File: config.mk
export PLATFORM = sky130hd
export DESIGN_NAME = uart_irq_id
export DESIGN_NICKNAME = d
export VERILOG_FILES = /design/src/rtl/uart_irq_pkg.sv /design/src/rtl/uart_irq_chartimer.sv /design/src/rtl/uart_irq_sources.sv /design/src/rtl/uart_irq_prio.sv /design/src/rtl/uart_irq_id.sv
export SDC_FILE = /design/constraint.sdc
export NUM_CORES = 1
export LEC_CHECK = 0
export BUFFER_PORTS_ARGS = -buffer_cell sky130_fd_sc_hd__buf_4
export CORE_MARGIN = 1.5
export CORE_UTILIZATION = 53
export DETAILED_ROUTE_END_ITERATION = 12
export PLACE_DENSITY_LB_ADDON = 0.08
export SLEW_MARGIN = 20
export SYNTH_ARGS = -nofsm -noshare
export SYNTH_HDL_FRONTEND = slang
export SYNTH_SLANG_ARGS = --single-unit
File: constraint.sdc
create_clock -name clk -period 6.9 [get_ports clk]
set_input_delay 0.345 -clock clk [delete_from_list [all_inputs] [get_ports clk]]
set_output_delay 0.345 -clock clk [all_outputs]
set_load 0.005 [all_outputs]
File: src/rtl/uart_irq_pkg.sv
package uart_irq_pkg;

  typedef enum logic [2:0] {
    ID_MS   = 3'b000,
    ID_THRE = 3'b001,
    ID_RDA  = 3'b010,
    ID_LS   = 3'b011,
    ID_TMO  = 3'b110
  } irq_id_e;

  typedef struct packed {
    logic ls;
    logic rda;
    logic tmo;
    logic thre;
    logic ms;
  } cause_t;

  // bit periods in one character: start + data + parity + stop
  function automatic logic [3:0] char_bits(input logic [3:0] fmt);
    return 4'd7 + {2'b00, fmt[1:0]} + {3'b000, fmt[3]} + {3'b000, fmt[2]};
  endfunction

endpackage

File: src/rtl/uart_irq_chartimer.sv
module uart_irq_chartimer
  import uart_irq_pkg::*;
#(
  parameter int TMO_CHARS = 4,
  parameter int MAX_CHAR  = 12
) (
  input  logic       clk,
  input  logic       rst_n,
  input  logic       fifo_en_i,
  input  logic       nonempty_i,
  input  logic       restart_i,
  input  logic       tick_i,
  input  logic [3:0] fmt_i,
  output logic       tmo_o
);
  localparam int CW = $clog2(TMO_CHARS * MAX_CHAR + 1);

  logic [CW-1:0] cnt_q, cnt_d, limit;
  logic          cnt_en;

  assign limit  = CW'(char_bits(fmt_i)) * CW'(TMO_CHARS);
  assign cnt_en = tick_i && (cnt_q < limit);

  always_comb begin
    cnt_d = cnt_q;
    if (!fifo_en_i || !nonempty_i || restart_i) cnt_d = '0;
    else if (cnt_en)                            cnt_d = cnt_q + 1'b1;
  end

  always_ff @(posedge clk or negedge rst_n) begin
    if (!rst_n) cnt_q <= '0;
    else        cnt_q <= cnt_d;
  end

  assign tmo_o = fifo_en_i && nonempty_i && (cnt_q >= limit);

endmodule

File: src/rtl/uart_irq_sources.sv
module uart_irq_sources (
  input  logic clk,
  input  logic rst_n,
  input  logic ls_evt_i,
  input  logic lsr_rd_i,
  input  logic ms_evt_i,
  input  logic msr_rd_i,
  input  logic thr_empty_i,
  input  logic thr_wr_i,
  input  logic thre_ack_i,
  output logic ls_o,
  output logic ms_o,
  output logic thre_o
);
  localparam int NSTICKY = 2;

  logic [NSTICKY-1:0] st_set, st_clr, st_d, st_q;
  logic               prev_q, thre_q, thre_d;

  assign st_set = {ms_evt_i, ls_evt_i};
  assign st_clr = {msr_rd_i, lsr_rd_i};

  generate
    for (genvar g = 0; g < NSTICKY; g++) begin : g_sticky
      assign st_d[g] = st_set[g] | (st_q[g] & ~st_clr[g]);
    end
  endgenerate

  assign thre_d = (thr_empty_i & ~prev_q) | (thre_q & ~thr_wr_i & ~thre_ack_i);

  always_ff @(posedge clk or negedge rst_n) begin
    if (!rst_n) begin
      st_q   <= '0;
      thre_q <= 1'b0;
      prev_q <= 1'b0;
    end else begin
      st_q   <= st_d;
      thre_q <= thre_d;
      prev_q <= thr_empty_i;
    end
  end

  assign ls_o   = st_q[0];
  assign ms_o   = st_q[1];
  assign thre_o = thre_q;

endmodule

File: src/rtl/uart_irq_prio.sv
module uart_irq_prio
  import uart_irq_pkg::*;
(
  input  cause_t  pend_i,
  output logic    any_o,
  output irq_id_e id_o
);
  always_comb begin
    any_o = |pend_i;
    if      (pend_i.ls)   id_o = ID_LS;
    else if (pend_i.rda)  id_o = ID_RDA;
    else if (pend_i.tmo)  id_o = ID_TMO;
    else if (pend_i.thre) id_o = ID_THRE;
    else                  id_o = ID_MS;
  end
endmodule

File: src/rtl/uart_irq_id.sv
module uart_irq_id
  import uart_irq_pkg::*;
#(
  parameter int TMO_CHARS = 4
) (
  input  logic       clk,
  input  logic       rst_n,
  input  logic [3:0] irq_en_i,
  input  logic       fifo_en_i,
  input  logic [3:0] line_fmt_i,
  input  logic       ls_err_evt_i,
  input  logic       lsr_rd_i,
  input  logic       rx_ready_i,
  input  logic       rx_nonempty_i,
  input  logic       rx_push_i,
  input  logic       rbr_rd_i,
  input  logic       bit_tick_i,
  input  logic       thr_empty_i,
  input  logic       thr_wr_i,
  input  logic       ms_chg_evt_i,
  input  logic       msr_rd_i,
  input  logic       iir_rd_i,
  output logic [7:0] iir_o,
  output logic       irq_o
);
  logic    ls_pend, ms_pend, thre_pend, tmo_pend, thre_ack, any;
  cause_t  masked;
  irq_id_e id;
  logic [7:0] iir_q, iir_d;

  uart_irq_sources u_src (
    .clk        (clk),
    .rst_n      (rst_n),
    .ls_evt_i   (ls_err_evt_i),
    .lsr_rd_i   (lsr_rd_i),
    .ms_evt_i   (ms_chg_evt_i),
    .msr_rd_i   (msr_rd_i),
    .thr_empty_i(thr_empty_i),
    .thr_wr_i   (thr_wr_i),
    .thre_ack_i (thre_ack),
    .ls_o       (ls_pend),
    .ms_o       (ms_pend),
    .thre_o     (thre_pend)
  );

  uart_irq_chartimer #(.TMO_CHARS(TMO_CHARS)) u_tmr (
    .clk       (clk),
    .rst_n     (rst_n),
    .fifo_en_i (fifo_en_i),
    .nonempty_i(rx_nonempty_i),
    .restart_i (rbr_rd_i | rx_push_i),
    .tick_i    (bit_tick_i),
    .fmt_i     (line_fmt_i),
    .tmo_o     (tmo_pend)
  );

  always_comb begin
    masked.ls   = ls_pend    & irq_en_i[2];
    masked.rda  = rx_ready_i & irq_en_i[0];
    masked.tmo  = tmo_pend   & irq_en_i[0];
    masked.thre = thre_pend  & irq_en_i[1];
    masked.ms   = ms_pend    & irq_en_i[3];
  end

  uart_irq_prio u_prio (
    .pend_i(masked),
    .any_o (any),
    .id_o  (id)
  );

  assign thre_ack = iir_rd_i & any & (id == ID_THRE);

  always_comb begin
    iir_d = iir_q;
    if (iir_rd_i) iir_d = {{2{fifo_en_i}}, 2'b00, id, ~any};
  end

  always_ff @(posedge clk or negedge rst_n) begin
    if (!rst_n) iir_q <= 8'h01;
    else        iir_q <= iir_d;
  end

  assign iir_o = iir_q;
  assign irq_o = any;

endmodule

Word-level counts from Yosys, hierarchy flattened
Index checks and enable logic that the tools add are counted.
- register bits after elaboration: 15
- input bits: 23
- $add $sub $neg: 4
- magnitude comparators: 2
- equal/unequal tests: 1
- multiplexer cells: 6
- bitwise operators: 22
- reductions and logical operators: 9
- operators with widths (kind ; number):
    bitwise AND 1 bit ; 12
    2-to-1 mux 6 bit ; 2
    2-to-1 mux 3 bit ; 3
    adder 4 x 1 -> 4 bit ; 2
    adder 6 x 1 -> 6 bit, second input constant ; 1
    >= comparator 6 bit ; 1
    < comparator 6 bit ; 1
    NOT 1 bit ; 6
    OR reduction 5 bit ; 1
    adder 3 x 2 -> 4 bit, first input constant ; 1
    OR 1 bit ; 4
    equality test 3 x 1 -> 1 bit, second input constant ; 1
    logical AND 1 bit ; 3
    zero test 1 bit ; 2
    logical OR 1 bit ; 2
    nonzero test 2 bit ; 1
    2-to-1 mux 1 bit ; 1

Depth between registers and ports, before layout
- depth in word-level cells: 14
- gate-level depth with buffers: 12
- gate-level depth less buffers: 12

By module
A second synthesis with hierarchy kept.
- cells, all modules: 104
- area, all modules: 1009.7 um^2
- by module, submodules not included (module ; times used ; cells each ; area an instance (um^2) ; sequential area each (um^2)):
    uart_irq_chartimer ; 1 ; 64 ; 536.8 ; 150.1
    uart_irq_id ; 1 ; 24 ; 287.8 ; 126.4
    uart_irq_sources ; 1 ; 11 ; 146.4 ; 100.1
    uart_irq_prio ; 1 ; 5 ; 38.8 ; 0.0

Least setup slack after synthesis
Ideal clock, no wire load.
- path kind: input-to-output
- start point: in line_fmt_i[0]
- end point: out irq_o
- arrival time: 2.444 ns
- data required time: 6.555 ns
- slack: 4.111 ns
- stages on the path: 11
- buffers on the path: 0
- cells stage by stage: inv_1 > ha_1 > inv_1 > ha_1 > inv_1 > fa_1 > ha_1 > and3_2 > o311a_2 > nor2_1 > nand2_1
- word-level cells in the longest chain between the ends: 7
- ends and longest elaborated chain (what ; line ; text):
    start, declared ; uart_irq_id.sv:10 ; input logic [3:0] line_fmt_i,
    adder 3 x 2 -> 4 bit ; uart_irq_pkg.sv:21 ; return 4'd7 + {2'b00, fmt[1:0]} + {3'b000, fmt[3]} + {3'b000, fmt[2]};
    adder 4 x 1 -> 4 bit (2 in series) ; uart_irq_pkg.sv:21 ;
    >= comparator 6 bit ; uart_irq_chartimer.sv:35 ; assign tmo_o = fifo_en_i && nonempty_i && (cnt_q >= limit);
    logical AND 1 bit ; uart_irq_chartimer.sv:35 ;
    bitwise AND 1 bit ; uart_irq_id.sv:60 ; masked.tmo = tmo_pend & irq_en_i[0];
    OR reduction 5 bit ; uart_irq_prio.sv:9 ; any_o = |pend_i;
    end, declared ; uart_irq_id.sv:24 ; output logic irq_o
Every way passes these cells.

Worst setup path after layout
Ends and elaborated chain as after synthesis.

==> run metrics <==
FF-to-FF Start=u_tmr.cnt_q[5]; DRC Markers=0; R2R setup slack=4.95 ns; CTS sink count=15; Max Cap Viol=0; # rows=15; Post-CTS Setup Inserts=0; commonest cells after routing, fill and taps aside=buf_4, dfrtp_1, nand2_1, inv_1, ha_1; CTS tree=done; hold-critical path depth=1; Die Area=2140 sq um; # nets final=171; Setup TNS Final=0 ns; sequential-to-total area share from yosys stat=38.1%; LEAKAGE=0.000612 uW; cell area after synthesis=990 sq um; fmax=0.320 GHz; core area=1750 sq um; total of warnings raised by yosys=0; Arr. time, crit path=2.78 ns; worst skew pair latency=0.29 ns; area leader, netlist=dfrtp_1; crit path max fanout=3; internal cell power=140 uW; initial antenna violation count=0; Post-DP HPWL=1.66 mm; RSZ-0062 raised after global routing=no; Net Sw Frac=27.2%; number of routed nets with antenna violations=0; Clock power frac=27.2%; gr usage total=22.9%; worst hold-check path type=in -> reg; min Tclk post-route=3.13 ns; vias in the first global route=836; RR Endpoint=u_tmr.cnt_q[5]; Final period util=45.4%; CTS max path bufs=2; aggregate routed wire length=2.06 mm; most common cell after layout, fill and taps aside=buf_4; post-synth cell types=36; P_sw=52.4 uW; GP Congestion=0.868; wire per inst=12.7 um; syn avg cell area=9.34 sq um; drt pass-1 iters=4; layout cells sized above 1=29.9%; clk_skew=0.00325 ns; hold path endpoint=u_src.prev_q; VDD IR max=0.111 mV; Worst Reg-to-Reg Cells=5; via/cell ratio=5.40; die width=46.2 um; status=finished clean; Layout area overhead=26.5%; Via Count=875; Crit Path Category=in -> out; DRT iter0 DRCs=14; I/O Pins=32; total power=193 uW; clock slew at reported path FFs=0.09 ns; PortBufs=29; Yosys reg bits=15; effective utilization at floorplan=56.7%; chip height=46.2 um; CTS Buf Count=3; setup violators final=0; Logic pwr share=23.1%; max-slew violations=0; PD cells=154 nW/um^2; pin count of the biggest net entering global routing=16; first-pass GRT wire length=3.48 mm; worst path required time=6.55 ns; final hold viol count=0; H-tree depth=1; Seq pwr share=49.7%; CP Capture Type=output pin; top cell type's share of synthesized area=35.4%; total grt overflow=0; min-delay src=thr_empty_i; ranking of synthesized cells by area=dfrtp_1, ha_1, nand2_1, a21oi_1, o21ai_0; Critical Path Source Type=input port; antenna cell count=0; Cells after Synth=106; Root Buffer=clkbuf_4
power groups by stage:
stage          Combinational (uW)  Sequential, uW  Clock [uW]
2_1_floorplan                23.2            97.1           0
3_3_place_gp                 42.7            97.1           0
3_5_place_dp                 44.5            97.4           0
4_1_cts                      45.1            95.7        52.6
5_1_grt                      50.3            96.4        57.6
6_report                     44.5            95.7        52.3
state kept, by name, summed over array words and instances (netlist names):
signal / cells
u_src.thre_o: 1
u_tmr.cnt_q: 6
u_src.st_q: 2
u_src.prev_q: 1
iir_o: 5
cells in the mapped netlist (all sizes together):
cell type and number:
dfrtp 14, nand2 12, a21oi 9, ha 9, inv 9, o21ai 7, nand3 6, nor2b 5
buf 3, o31ai 3, a21o 2, a22oi 2, a31o 2, and2 2, and3 2, mux2i 2
nor2 2, or4 2, clkbuf 1, conb 1, dfstp 1, fa 1, mux2 1, nand2b 1
nor3 1, nor3b 1, nor4 1, o21a 1, o311a 1, or3 1, xnor2 1
layer usage:
metal  track usage [%]  wire (um)  part of all wire, %
met2              38.9       1020                   49
met3              3.53        100                  4.9
met5                 0          0                    0
met4              6.86         13                 0.63
met1              29.8        932                   45
logic make-up after synthesis:
| family | Yosys count | share of synthesized area (%) |
|---|---|---|
| AOI/OAI and AO/OA | 27 | 18.2 |
| muxes | 3 | 3.16 |
| buffers and inverters | 13 | 6.07 |
| other | 1 | 0.379 |
| DFF | 15 | 38.1 |
| xor gates and xnor gates | 1 | 0.885 |
| and+or+nand+nor | 36 | 19.8 |
| adders and majority gates | 10 | 13.4 |
metrics by stage:
stage                     hold WS [ns]  instance area (sq um)  setup WS, ns  utilization [%]  cells
after floorplan                 0.0494                    993          4.11                -    107
after global placement           0.210                   1220          3.84             69.7    157
after detailed placement         0.212                   1220          3.76             69.7    157
after CTS                        0.164                   1250          3.76             71.8    162
after global routing             0.159                   1250          3.59             71.8    162
final                            0.164                   1250          3.77             71.8    162
how the worst max path moves through the flow:
stage               slack, ns  cells past startpoint  endpoint     startpoint
floorplan                4.11                     11     irq_o  line_fmt_i[0]
detailed placement       3.76                     13     irq_o  line_fmt_i[0]
global route             3.59                     13     irq_o  line_fmt_i[0]
global placement         3.84                     13     irq_o  line_fmt_i[0]
CTS                      3.76                     13     irq_o  line_fmt_i[0]
finish                   3.77                     13     irq_o  line_fmt_i[0]
critical path, cell delays in order:
cell	delay, ns
buf_4	0.10
inv_1	0.07
ha_1	0.23
inv_1	0.06
ha_1	0.16
inv_1	0.06
fa_1	0.46
ha_1	0.30
and3_2	0.22
o311a_2	0.37
nor2_1	0.19
nand2_1	0.07
buf_4	0.14
area by class of cell:
cell class                 instances  area, sq um
clock buffer                       4         26.3
fill                             152          493
inverter                           9         33.8
multi-input combinational         79          557
sequential                        15          377
tap                               25         31.3
timing repair buffer              30          228
timing repair:
item,CTS,global route
gates resized for setup,0,0
hold endpoints to repair,14,0
hold buffers,1,0
Power figures use the tool's default switching activity.
